--- src/rtl/dlist_ptr_pkg.sv ---
package dlist_ptr_pkg;

  // Action chosen for the running pointer in one cycle
  typedef enum logic [1:0] {
    ACT_HOLD    = 2'd0,
    ACT_STEP    = 2'd1,
    ACT_FRAME   = 2'd2,
    ACT_RESTART = 2'd3
  } cur_act_e;

  // Priority: CPU strobe, then frame reload, then step
  function automatic cur_act_e pick_act(input logic restart, input logic frame,
                                        input logic stp);
    if (restart)    return ACT_RESTART;
    else if (frame) return ACT_FRAME;
    else if (stp)   return ACT_STEP;
    else            return ACT_HOLD;
  endfunction

endpackage

--- src/rtl/dlist_ptr_decode.sv ---
module dlist_ptr_decode #(
  parameter int ADDR_W  = 9,
  parameter int NUM_LOC = 2,
  parameter int BASE    = 'h080,
  localparam int IDX_W  = (NUM_LOC > 1) ? $clog2(NUM_LOC) : 1
) (
  input  logic               acc_en,
  input  logic               acc_wr,
  input  logic [ADDR_W-1:0]  acc_addr,
  output logic [NUM_LOC-1:0] wr_hi,
  output logic [NUM_LOC-1:0] wr_lo,
  output logic [NUM_LOC-1:0] rst_hit,
  output logic               rst_any,
  output logic [IDX_W-1:0]   rst_idx
);

  // Strobe offsets follow the location register block
  localparam int STROBE_BASE = BASE + 4 * NUM_LOC;

  for (genvar i = 0; i < NUM_LOC; i++) begin : g_dec
    localparam int HI_OFS = BASE + 4 * i;
    localparam int LO_OFS = HI_OFS + 2;
    localparam int RS_OFS = STROBE_BASE + 2 * i;
    localparam logic [ADDR_W-1:0] HI_A = HI_OFS[ADDR_W-1:0];
    localparam logic [ADDR_W-1:0] LO_A = LO_OFS[ADDR_W-1:0];
    localparam logic [ADDR_W-1:0] RS_A = RS_OFS[ADDR_W-1:0];

    assign wr_hi[i]   = acc_en && acc_wr && (acc_addr == HI_A);
    assign wr_lo[i]   = acc_en && acc_wr && (acc_addr == LO_A);
    // restart fires on a read or a write
    assign rst_hit[i] = acc_en && (acc_addr == RS_A);
  end

  assign rst_any = |rst_hit;

  always_comb begin
    rst_idx = '0;
    for (int i = 0; i < NUM_LOC; i++) begin
      if (rst_hit[i]) rst_idx = IDX_W'(i);
    end
  end

endmodule

--- src/rtl/dlist_ptr_loc.sv ---
module dlist_ptr_loc #(
  parameter int DATA_W = 16,
  localparam int LOC_W = 2 * DATA_W
) (
  input  logic              clk,
  input  logic              rst_n,
  input  logic              wr_hi,
  input  logic              wr_lo,
  input  logic [DATA_W-1:0] wdata,
  output logic [LOC_W-1:0]  loc
);

  // Replace one half of a location, keep the other
  function automatic logic [LOC_W-1:0] merge_half(input logic [LOC_W-1:0] old,
                                                  input logic [DATA_W-1:0] d,
                                                  input logic upper);
    logic [LOC_W-1:0] r;
    r = old;
    if (upper) r[LOC_W-1:DATA_W] = d;
    else       r[DATA_W-1:0]     = d;
    return r;
  endfunction

  always_ff @(posedge clk or negedge rst_n) begin
    if (!rst_n)     loc <= '0;
    else if (wr_hi) loc <= merge_half(loc, wdata, 1'b1);
    else if (wr_lo) loc <= merge_half(loc, wdata, 1'b0);
  end

endmodule

--- src/rtl/dlist_ptr_cursor.sv ---
module dlist_ptr_cursor
  import dlist_ptr_pkg::*;
#(
  parameter int PTR_W   = 32,
  parameter int NUM_LOC = 2,
  parameter int STEP    = 2,
  localparam int IDX_W  = (NUM_LOC > 1) ? $clog2(NUM_LOC) : 1
) (
  input  logic                            clk,
  input  logic                            rst_n,
  input  logic [NUM_LOC-1:0][PTR_W-1:0]   locs,
  input  logic                            rst_any,
  input  logic [IDX_W-1:0]                rst_idx,
  input  logic                            frame_wrap,
  input  logic                            step,
  output cur_act_e                        act,
  output logic [PTR_W-1:0]                cur
);

  // Word alignment: bit 0 never set
  function automatic logic [PTR_W-1:0] word_align(input logic [PTR_W-1:0] x);
    return {x[PTR_W-1:1], 1'b0};
  endfunction

  function automatic logic [PTR_W-1:0] advance(input logic [PTR_W-1:0] x);
    return word_align(x + PTR_W'(STEP));
  endfunction

  logic [PTR_W-1:0] nxt;

  assign act = pick_act(rst_any, frame_wrap, step);

  always_comb begin
    unique case (act)
      ACT_RESTART: nxt = word_align(locs[rst_idx]);
      ACT_FRAME:   nxt = word_align(locs[0]);
      ACT_STEP:    nxt = advance(cur);
      default:     nxt = cur;
    endcase
  end

  always_ff @(posedge clk or negedge rst_n) begin
    if (!rst_n) cur <= '0;
    else        cur <= nxt;
  end

endmodule

--- src/rtl/dlist_ptr_bank.sv ---
module dlist_ptr_bank
  import dlist_ptr_pkg::*;
#(
  parameter int ADDR_W  = 9,
  parameter int DATA_W  = 16,
  parameter int NUM_LOC = 2,
  parameter int BASE    = 'h080,
  parameter int STEP    = 2,
  localparam int PTR_W  = 2 * DATA_W,
  localparam int IDX_W  = (NUM_LOC > 1) ? $clog2(NUM_LOC) : 1
) (
  input  logic              clk,
  input  logic              rst_n,
  input  logic              acc_en,
  input  logic              acc_wr,
  input  logic [ADDR_W-1:0] acc_addr,
  input  logic [DATA_W-1:0] acc_wdata,
  input  logic              frame_wrap,
  input  logic              step,
  output logic [PTR_W-1:0]  cur_ptr
);

  // Named internal events, observed by the checker
  logic [NUM_LOC-1:0]            wr_hi;
  logic [NUM_LOC-1:0]            wr_lo;
  logic [NUM_LOC-1:0]            rst_hit;
  logic                          rst_any;
  logic [IDX_W-1:0]              rst_idx;
  logic [NUM_LOC-1:0][PTR_W-1:0] loc_vec;
  cur_act_e                      act;

  dlist_ptr_decode #(
    .ADDR_W (ADDR_W),
    .NUM_LOC(NUM_LOC),
    .BASE   (BASE)
  ) u_decode (
    .acc_en  (acc_en),
    .acc_wr  (acc_wr),
    .acc_addr(acc_addr),
    .wr_hi   (wr_hi),
    .wr_lo   (wr_lo),
    .rst_hit (rst_hit),
    .rst_any (rst_any),
    .rst_idx (rst_idx)
  );

  for (genvar i = 0; i < NUM_LOC; i++) begin : g_loc
    dlist_ptr_loc #(
      .DATA_W(DATA_W)
    ) u_loc (
      .clk  (clk),
      .rst_n(rst_n),
      .wr_hi(wr_hi[i]),
      .wr_lo(wr_lo[i]),
      .wdata(acc_wdata),
      .loc  (loc_vec[i])
    );
  end

  dlist_ptr_cursor #(
    .PTR_W  (PTR_W),
    .NUM_LOC(NUM_LOC),
    .STEP   (STEP)
  ) u_cursor (
    .clk       (clk),
    .rst_n     (rst_n),
    .locs      (loc_vec),
    .rst_any   (rst_any),
    .rst_idx   (rst_idx),
    .frame_wrap(frame_wrap),
    .step      (step),
    .act       (act),
    .cur       (cur_ptr)
  );

endmodule

--- config.mk ---
export PLATFORM = sky130hd
export DESIGN_NAME = dlist_ptr_bank
export DESIGN_NICKNAME = d
export VERILOG_FILES = /design/src/rtl/dlist_ptr_pkg.sv /design/src/rtl/dlist_ptr_decode.sv /design/src/rtl/dlist_ptr_loc.sv /design/src/rtl/dlist_ptr_cursor.sv /design/src/rtl/dlist_ptr_bank.sv
export SDC_FILE = /design/constraint.sdc
export NUM_CORES = 1
export LEC_CHECK = 0
export ABC_CLOCK_PERIOD_IN_PS = 2200
export BUFFER_PORTS_ARGS = -buffer_cell sky130_fd_sc_hd__buf_2
export CORE_MARGIN = 3
export CORE_UTILIZATION = 53
export CTS_CLUSTER_DIAMETER = 80
export DETAILED_ROUTE_END_ITERATION = 16
export MAX_ROUTING_LAYER = met4
export PLACE_DENSITY_LB_ADDON = 0.25
export SLEW_MARGIN = 20
export SYNTH_ARGS = -nofsm -noshare
export SYNTH_HDL_FRONTEND = slang
export SYNTH_SLANG_ARGS = --single-unit
--- constraint.sdc ---
create_clock -name clk -period 2.2 [get_ports clk]
set_input_delay 0.11 -clock clk [delete_from_list [all_inputs] [get_ports clk]]
set_output_delay 0.11 -clock clk [all_outputs]
set_load 0.005 [all_outputs]
==> flow_metrics.env, run 1 <==
export IMPL_port_buffers=61
export IMPL_min_from="acc_wdata[10]"
export IMPL_firstDrtPassIters=5
export IMPL_synth_flop_cell="dfrtp_1"
export IMPL_p_per_area_mw_per_mm2=597
export IMPL_yosys_cell_types_count=66
export IMPL_wl_um=14600
export IMPL_rows=35
export IMPL_placed_area_mm2=0.00608
export IMPL_leakagePower_nw=3.12
export IMPL_crit_slowest_cell="or4_4"
export IMPL_reg2reg_from="u_cursor.cur[2]$_DFFE_PN0P_"
export IMPL_area_growth_pct=24.1
export IMPL_num_vias=4433
export IMPL_htreeDepth=3
export IMPL_start_kind="register"
export IMPL_fp_dieH_um=104
export IMPL_wl_per_cell_um=20.3
export IMPL_grt_pass1_wl_um=23600
export IMPL_grt_start_max_net_pins=56
export IMPL_grt_antenna_before_repair=0
export IMPL_finalMaxSlewViolations=0
export IMPL_post_route_period_util_pct=97.5
export IMPL_crit_fanout=4
export IMPL_regArea_mm2=0.00233
export IMPL_path_clk_slew_ps=90
export IMPL_finalCriticalPeriod_ps=2150
export IMPL_finalHoldViolations=0
export IMPL_crit_start="u_cursor.cur[2]$_DFFE_PN0P_"
export IMPL_cp_top_family="simple AND/OR/NAND/NOR gates"
export IMPL_syn_area_mm2=0.00511
export IMPL_fillers=743
export IMPL_finalSetupViolations=0
export IMPL_crit_buf_inv=0
export IMPL_yosysWarnings=0
export IMPL_tightest_slew_ps=551
export IMPL_rsz0062_at_grt="yes"
export IMPL_numCtsBuffers=9
export IMPL_cap_violations=0
export IMPL_num_antenna_cells=0
export IMPL_clock_fmax_mhz=466
export IMPL_drive_gt1_share_pct=41.6
export IMPL_multi_input_area_mm2=0.00258
export IMPL_cts_sinks=93
export IMPL_ys_async_sr_fraction_pct=100
export IMPL_path_cells="ha_4, nand4_4, or4_4, or2_4, or4_1, a32oi_1"
export IMPL_core_mm2=0.00928
export IMPL_dieWidth_um=104
export IMPL_fin_nets=621
export IMPL_synth_seq_cells=93
export IMPL_dr_first_iter_drc_count=367
export IMPL_final_setup_skew_ps=9.34
export IMPL_die_area_mm2=0.0108
export IMPL_fin_setup_tns_ps=0
export IMPL_syn_inst=470
export IMPL_crit_type="register to register"
export IMPL_max_slew_margin_pct=63.3
export IMPL_root_buffer="clkbuf_8"
export IMPL_worstPathRequired_ps=2480
export IMPL_hold_class="input pin to register"
export IMPL_grt_pass1_vias=4529
export IMPL_clock_latency_ps=370
export IMPL_cts_tree="built"
export IMPL_boundaryPins=63
export IMPL_synth_edf_count=0
export IMPL_crit_arrival_ps=2420
export IMPL_synth_nets=505
export IMPL_drc_errors=0
export IMPL_layout_common_cells="dfrtp_1, buf_4, mux2_2, buf_2, a21oi_1"
export IMPL_yosysSeqAreaShare_pct=45.6
export IMPL_slowest_delay_ps=540
export IMPL_place_gp_congestion=0.927
export IMPL_final_common_cell="dfrtp_1"
export IMPL_stdcell_area_mm2=0.00634
export IMPL_cp_end_kind="register"
export IMPL_ant_nets=0
export IMPL_grtUsageTotal_pct=28.2
export IMPL_initial_core_util_pct=55.0
export IMPL_post_dp_hpwl_um=10400
export IMPL_cts_buffer_depth=2
export IMPL_routed_via_density=6.16
export IMPL_synth_avg_cell_area_um2=10.9
export IMPL_overflow=0
export IMPL_outcome="finished clean"
export IMPL_ir_drop_mv=0.360
==> final cells by class <==
class / count / share of cell area, %
timing repair buffer: 139 / 16.1
inverter: 19 / 1.13
multi-input combinational: 324 / 40.8
clock inverter: 6 / 0.632
sequential: 93 / 36.8
tap: 129 / 2.55
clock buffer: 10 / 2.01
==> cell families (layout without fill, tap and decap cells) <==
kind of cell,Yosys count,after routing,synth area share [%]
compound gates,131,131,17.0
mux,94,94,20.0
flops,93,93,45.6
simple gates,91,91,9.95
buf+inv,53,174,5.88
fa+ha+maj,4,4,0.980
xor+xnor,3,3,0.515
other cells,1,1,0.0734
==> stage by stage <==
step | power [mW] | instances | hold slack (ps) | utilization (%) | worst slack [ps]
2_1_floorplan | 2.32 | 470 | -186 | - | 0.0815
3_3_place_gp | 2.71 | 697 | 127 | 65.5 | -126
3_5_place_dp | 2.74 | 697 | 126 | 65.5 | -261
4_1_cts | 3.78 | 719 | 8.58 | 68.0 | -1.59
5_1_grt | 3.96 | 720 | 13.4 | 68.3 | -44.6
6_report | 3.79 | 720 | 9.89 | 68.3 | 53.9
==> cells in the mapped netlist, types with 3 or more instances <==
cell type	count	area, um2
nor4_1	6	37.5
ha_1	4	50.1
o311ai_0	3	26.3
dfrtp_1	93	2330
o21ai_1	3	15.0
nand4_1	7	43.8
nor2_1	6	22.5
and4_1	3	26.3
o31ai_1	5	37.5
nand2_1	30	113
xnor2_1	3	26.3
a221oi_1	13	114
clkbuf_1	18	67.6
mux2_1	5	56.3
inv_1	18	67.6
nor3_1	4	20.0
nand3_1	13	65.1
o21ai_0	20	100
mux2i_1	29	290
or4_1	3	22.5
a21oi_1	47	235
a22oi_1	3	22.5
buf_2	5	25.0
a211oi_1	4	30.0
clkbuf_8	5	68.8
a221o_1	4	40.0
a32oi_1	3	26.3
mux2_2	60	676
a222oi_1	4	40.0
buf_4	3	22.5
o21a_1	3	22.5
or3_1	3	18.8
==> report_power, final <==
group	switching, mW	leakage [nW]	total, mW	internal [mW]
clock network	0.629	0.0860	1.04	0.410
logic	0.422	1.78	0.816	0.394
registers	0.119	1.26	1.93	1.81
==> metal layers <==
layer | wire length (um) | share of wire, % | global-route usage [%] | vias up
met5 | 0 | 0 | - | -
met4 | 357 | 2.4 | 9.31 | 0
met3 | 806 | 5.5 | 4.47 | 30
met2 | 6950 | 48 | 44.4 | 183
met1 | 6490 | 44 | 37.8 | 2200
li1 | - | - | - | 2020
==> path summary, 6_finish.rpt <==
check | endpoint | slack (ps) | depth (start not counted)
max in group asynchronous | u_cursor.cur[2]$_DFFE_PN0P_ | 1240 | 3
max reg2reg | u_cursor.cur[25]$_DFFE_PN0P_ | 50 | 6
min reg2reg | g_loc[1].u_loc.loc[22]$_DFFE_PN0P_ | 500 | 1
min | g_loc[1].u_loc.loc[26]$_DFFE_PN0P_ | 10 | 2
min in group asynchronous | g_loc[0].u_loc.loc[5]$_DFFE_PN0P_ | 270 | 2
max | u_cursor.cur[25]$_DFFE_PN0P_ | 50 | 6
==> registers in the layout, indices dropped and copies added, names as in the netlist <==
name / count
g_loc.u_loc.loc: 62
u_cursor.cur: 31
==> timing repair <==
item	4_1_cts	5_1_grt
hold buffers	2	0
setup endpoints to repair	1	8
gates resized for setup	2	4
hold endpoints to repair	40	0
pin swaps	6	6
setup buffers	4	1
Power figures use the tool's default switching activity.
==> inputs of run 2 (changes only) <==
--- a/config.mk
+++ b/config.mk
@@ -8,7 +8,7 @@
 export ABC_CLOCK_PERIOD_IN_PS = 2200
 export BUFFER_PORTS_ARGS = -buffer_cell sky130_fd_sc_hd__buf_2
 export CORE_MARGIN = 3
-export CORE_UTILIZATION = 53
+export CORE_UTILIZATION = 40
 export CTS_CLUSTER_DIAMETER = 80
 export DETAILED_ROUTE_END_ITERATION = 16
 export MAX_ROUTING_LAYER = met4
==> flow_metrics.env, run 2 (synthesized netlist as in run 1, its figures left out) <==
export IMPL_clock_fmax_mhz=470
export IMPL_rows=40
export IMPL_reg_top3="g_loc.u_loc.loc x62, u_cursor.cur x31"
export IMPL_reg2reg_from="u_cursor.cur[1]$_DFFE_PN0P_"
export IMPL_overflow=0
export IMPL_layout_common_cells="dfrtp_1, buf_4, mux2_2, buf_2, a21oi_1"
export IMPL_cp_top_family="simple AND/OR/NAND/NOR gates"
export IMPL_path_cells="buf_4, nand4_1, or4_4, buf_4, nor4_1, o21ai_0, a222oi_1"
export IMPL_reg2reg_depth=7
export IMPL_post_route_period_util_pct=96.8
export IMPL_use_met1_pct=28.7
export IMPL_p_sw_share_pct=28.6
export IMPL_finalHoldViolations=0
export IMPL_numCtsBuffers=9
export IMPL_path_clk_slew_ps=70
export IMPL_cts_sinks=93
export IMPL_grt_pass1_vias=4489
export IMPL_final_setup_skew_ps=8.92
export IMPL_p_seq_share_pct=45.4
export IMPL_reg2reg_to="u_cursor.cur[24]$_DFFE_PN0P_"
export IMPL_combPwrFrac_pct=19.2
export IMPL_boundaryPins=63
export IMPL_netSwitchingPower_mw=1.22
export IMPL_max_slew_margin_pct=66.9
export IMPL_largest_register="g_loc.u_loc.loc"
export IMPL_routed_via_density=5.77
export IMPL_fp_dieH_um=119
export IMPL_drive_gt1_share_pct=42.6
export IMPL_hold_class="input pin to register"
export IMPL_finalSetupViolations=0
export IMPL_fillers=1102
export IMPL_cts_buffer_depth=2
export IMPL_grt_use_met2_pct=34.4
export IMPL_crit_fanout=6
export IMPL_min_from="acc_wdata[0]"
export IMPL_final_common_cell="dfrtp_1"
export IMPL_dieWidth_um=119
export IMPL_grtUsageTotal_pct=21.8
export IMPL_post_dp_hpwl_um=10600
export IMPL_grt_busiest_layer="met2"
export IMPL_cap_violations=0
export IMPL_grt_pass1_wl_um=23700
export IMPL_clock_latency_ps=350
export IMPL_wl_um=14700
export IMPL_fin_nets=626
export IMPL_num_antenna_cells=0
export IMPL_worstHoldEndpoint="g_loc[1].u_loc.loc[16]$_DFFE_PN0P_"
export IMPL_port_buffers=61
export IMPL_htreeDepth=3
export IMPL_multi_input_area_mm2=0.00259
export IMPL_cts_tree="built"
export IMPL_dr_first_iter_drc_count=310
export IMPL_grt_use_met3_pct=3.04
export IMPL_start_kind="register"
export IMPL_drc_errors=0
export IMPL_initial_core_util_pct=41.6
export IMPL_area_growth_pct=28.2
export IMPL_finalMaxSlewViolations=0
export IMPL_internal_power_mw=3.05
export IMPL_tightest_slew_ps=492
export IMPL_slowest_delay_ps=540
export IMPL_regArea_mm2=0.00233
export IMPL_crit_slowest_cell="or4_4"
export IMPL_crit_top_cell="buf_4"
export IMPL_cp_end_kind="register"
export IMPL_firstDrtPassIters=5
export IMPL_wl_per_cell_um=19.3
export IMPL_crit_start="u_cursor.cur[1]$_DFFE_PN0P_"
export IMPL_r2r_setup_slack_ps=70
export IMPL_core_mm2=0.0123
export IMPL_clkPwrFrac_pct=35.4
export IMPL_grt_antenna_before_repair=0
export IMPL_outcome="finished clean"
export IMPL_crit_type="register to register"
export IMPL_place_gp_congestion=0.896
export IMPL_worstPathRequired_ps=2440
export IMPL_root_buffer="clkbuf_16"
export IMPL_p_per_area_mw_per_mm2=652
export IMPL_power_mw=4.27
export IMPL_finalCriticalPeriod_ps=2130
export IMPL_hold_path_depth=2
export IMPL_grt_start_max_net_pins=41
export IMPL_ir_drop_mv=0.366
export IMPL_crit_buf_inv=2
export IMPL_fin_hold_ws_ps=11.9
export IMPL_crit_arrival_ps=2370
export IMPL_leakagePower_nw=3.19
export IMPL_largest_reg_flops=62
export IMPL_ant_nets=0
export IMPL_die_area_mm2=0.0142
export IMPL_num_vias=4407
run 2: stage by stage:
| step | cell area, um2 | util (%) | TNS, ps | worst slack, ps | std cells |
|---|---|---|---|---|---|
| floorplan | 5200 | - | 0 | 0.0815 | 470 |
| global placement | 6180 | 50.4 | -1950 | -146 | 742 |
| detailed placement | 6180 | 50.4 | -3040 | -210 | 742 |
| global route | 6540 | 53.4 | -23.1 | -23.1 | 764 |
| CTS | 6510 | 53.1 | 0 | 34.3 | 762 |
| finish | 6540 | 53.4 | 0 | 70.9 | 764 |
run 2: routing by layer:
metal | up-vias | share of wire [%]
met5 | - | 0
met4 | 0 | 2.1
met3 | 20 | 4.6
met2 | 127 | 48
met1 | 2230 | 45
li1 | 2030 | -
run 2: layout make-up:
type	count	share of cell area (%)
Multi-Input combinational cell	324	39.5
Sequential cell	93	35.6
Timing Repair Buffer	144	16.2
Clock buffer	11	3.86
Tap cell	168	3.21
Inverter	19	1.09
Clock inverter	5	0.535
run 2: what timing repair did:
action | CTS | global route
setup buffers | 3 | 2
hold endpoints to repair | 31 | 0
hold buffers | 1 | 0
resized for setup | 2 | 4
setup endpoints to repair | 1 | 7
pin swaps | 6 | 8
gates cloned | 0 | 0
run 2: worst max path at each step:
stage          slack, ps  cells past startpoint                           end
5_1_grt              -20                      7  u_cursor.cur[28]$_DFFE_PN0P_
4_1_cts               30                      6  u_cursor.cur[23]$_DFFE_PN0P_
3_3_place_gp        -150                     10  u_cursor.cur[25]$_DFFE_PN0P_
6_report              70                      7  u_cursor.cur[24]$_DFFE_PN0P_
3_5_place_dp        -210                     10  u_cursor.cur[25]$_DFFE_PN0P_
2_1_floorplan       0.08                     11  u_cursor.cur[12]$_DFFE_PN0P_
run 2: power by group through the flow:
stage | logic [mW] | clock network, mW | registers [mW]
after floorplan | 0.354 | 0 | 1.97
after global placement | 0.769 | 0 | 1.96
after detailed placement | 0.789 | 0 | 1.97
after CTS | 0.806 | 1.54 | 1.94
after global routing | 0.901 | 1.62 | 1.95
final | 0.818 | 1.51 | 1.94
==> inputs of run 3 (changes only) <==
--- a/config.mk
+++ b/config.mk
@@ -8,7 +8,7 @@
 export ABC_CLOCK_PERIOD_IN_PS = 2200
 export BUFFER_PORTS_ARGS = -buffer_cell sky130_fd_sc_hd__buf_2
 export CORE_MARGIN = 3
-export CORE_UTILIZATION = 40
+export CORE_UTILIZATION = 38
 export CTS_CLUSTER_DIAMETER = 80
 export DETAILED_ROUTE_END_ITERATION = 16
 export MAX_ROUTING_LAYER = met4
==> flow_metrics.env, run 3 (synthesized netlist as in run 1, its figures left out) <==
export IMPL_crit_buf_inv=0
export IMPL_fp_dieH_um=122
export IMPL_port_buffers=61
export IMPL_reg_top3="g_loc.u_loc.loc x62, u_cursor.cur x31"
export IMPL_worstPathRequired_ps=2470
export IMPL_crit_slowest_cell="or4_4"
export IMPL_drive_gt1_share_pct=43.6
export IMPL_finalCriticalPeriod_ps=2200
export IMPL_fillers=1163
export IMPL_ir_drop_mv=0.402
export IMPL_routed_via_density=5.76
export IMPL_multi_input_area_mm2=0.00265
export IMPL_boundaryPins=63
export IMPL_core_mm2=0.0129
export IMPL_grt_pass1_wl_um=23900
export IMPL_num_vias=4424
export IMPL_path_clk_slew_ps=70
export IMPL_wl_um=14800
export IMPL_fin_nets=626
export IMPL_start_kind="register"
export IMPL_place_inst=742
export IMPL_grtUsageTotal_pct=21.2
export IMPL_crit_top_cell="or4_4"
export IMPL_final_common_cell="dfrtp_1"
export IMPL_max_slew_margin_pct=63.9
export IMPL_power_mw=4.36
export IMPL_post_route_period_util_pct=100
export IMPL_grt_antenna_before_repair=0
export IMPL_finalSetupViolations=0
export IMPL_rsz0062_at_grt="yes"
export IMPL_cts_sinks=93
export IMPL_crit_arrival_ps=2470
export IMPL_regArea_mm2=0.00233
export IMPL_largest_register="g_loc.u_loc.loc"
export IMPL_drc_errors=0
export IMPL_slowest_delay_ps=530
export IMPL_grt_start_max_net_pins=42
export IMPL_crit_fanout=4
export IMPL_p_per_area_mw_per_mm2=657
export IMPL_finalMaxSlewViolations=0
export IMPL_ant_nets=0
export IMPL_layout_cells_non_filler=768
export IMPL_cts_tree="built"
export IMPL_overflow=0
export IMPL_dieWidth_um=122
export IMPL_final_setup_skew_ps=6.15
export IMPL_layout_common_cells="dfrtp_1, buf_4, mux2_2, buf_2, a21oi_1"
export IMPL_crit_type="register to register"
export IMPL_numCtsBuffers=9
export IMPL_finalHoldViolations=0
export IMPL_path_cells="ha_4, nand4_4, or4_4, or2_4, or4_4, a32oi_2"
export IMPL_cts_buffer_depth=2
export IMPL_cap_violations=0
export IMPL_clock_latency_ps=350
export IMPL_post_dp_hpwl_um=10500
export IMPL_die_area_mm2=0.0149
export IMPL_cp_top_family="simple AND/OR/NAND/NOR gates"
export IMPL_cp_end_kind="register"
export IMPL_htreeDepth=3
export IMPL_leakagePower_nw=3.22
export IMPL_rows=41
export IMPL_root_buffer="clkbuf_16"
export IMPL_clock_fmax_mhz=455
export IMPL_dr_first_iter_drc_count=271
export IMPL_initial_core_util_pct=39.7
export IMPL_largest_reg_flops=62
export IMPL_place_gp_congestion=0.877
export IMPL_area_growth_pct=30.0
export IMPL_grt_pass1_vias=4405
export IMPL_hold_class="input pin to register"
export IMPL_num_antenna_cells=0
export IMPL_outcome="finished clean"
export IMPL_tightest_slew_ps=538
export IMPL_wl_per_cell_um=19.2
export IMPL_firstDrtPassIters=7
-- run 3: area by class of cell --
cell class | instances | area share [%]
Clock buffer | 11 | 3.66
Clock inverter | 5 | 0.904
Inverter | 19 | 1.07
Multi-Input combinational cell | 324 | 39.9
Sequential cell | 93 | 35.1
Tap cell | 172 | 3.24
Timing Repair Buffer | 144 | 16.2
-- run 3: worst paths after layout --
kind                                                         start                                  to  slack, ps  cells after the start
worst max-delay path                   u_cursor.cur[1]$_DFFE_PN0P_        u_cursor.cur[25]$_DFFE_PN0P_        0.2                      6
worst min-delay path                                  acc_wdata[0]  g_loc[1].u_loc.loc[16]$_DFFE_PN0P_         20                      2
worst max register to register         u_cursor.cur[1]$_DFFE_PN0P_        u_cursor.cur[25]$_DFFE_PN0P_        0.2                      6
worst min register to register  g_loc[1].u_loc.loc[28]$_DFFE_PN0P_  g_loc[1].u_loc.loc[28]$_DFFE_PN0P_        480                      1
max in group asynchronous                                    rst_n         u_cursor.cur[2]$_DFFE_PN0P_       1230                      3
min in group asynchronous                                    rst_n  g_loc[0].u_loc.loc[22]$_DFFE_PN0P_        260                      2
-- run 3: worst reg2reg max path, cell delays in order (launching register included) --
cell	delay [ps]
dfrtp_2	400
ha_4	160
nand4_4	110
or4_4	530
or2_4	290
or4_4	420
a32oi_2	210
-- run 3: per-stage QoR --
| step | util, % | setup slack (ps) | cell area, um2 | hold WS (ps) | TNS (ps) |
|---|---|---|---|---|---|
| global route | 51.6 | -39.8 | 6640 | 26.9 | -68.4 |
| finish | 51.6 | 0.157 | 6640 | 17.9 | 0 |
| detailed placement | 47.9 | -254 | 6160 | 90.7 | -4460 |
| global placement | 47.9 | -170 | 6160 | 87.8 | -2770 |
| floorplan | - | 0.0815 | 5200 | -186 | 0 |
| CTS | 50.5 | 0.327 | 6500 | 11.6 | 0 |
-- run 3: timing repair --
action,4_1_cts,5_1_grt
setup buffers,3,6
setup endpoints to repair,1,14
hold endpoints to repair,28,0
hold buffers,1,0
pin swaps,0,11
gates cloned,0,0
resized for setup,0,18
-- run 3: report_power, final --
group	switching (mW)	internal (mW)
Sequential	0.126	1.81
Clock	0.670	0.914
Combinational	0.422	0.418
-- run 3: layer usage --
layer / global-route usage, % / routed length [um]
met1: 28.9 / 6840
met4: 5.67 / 148
met3: 3.57 / 695
met2: 33.0 / 7090
met5: - / 0
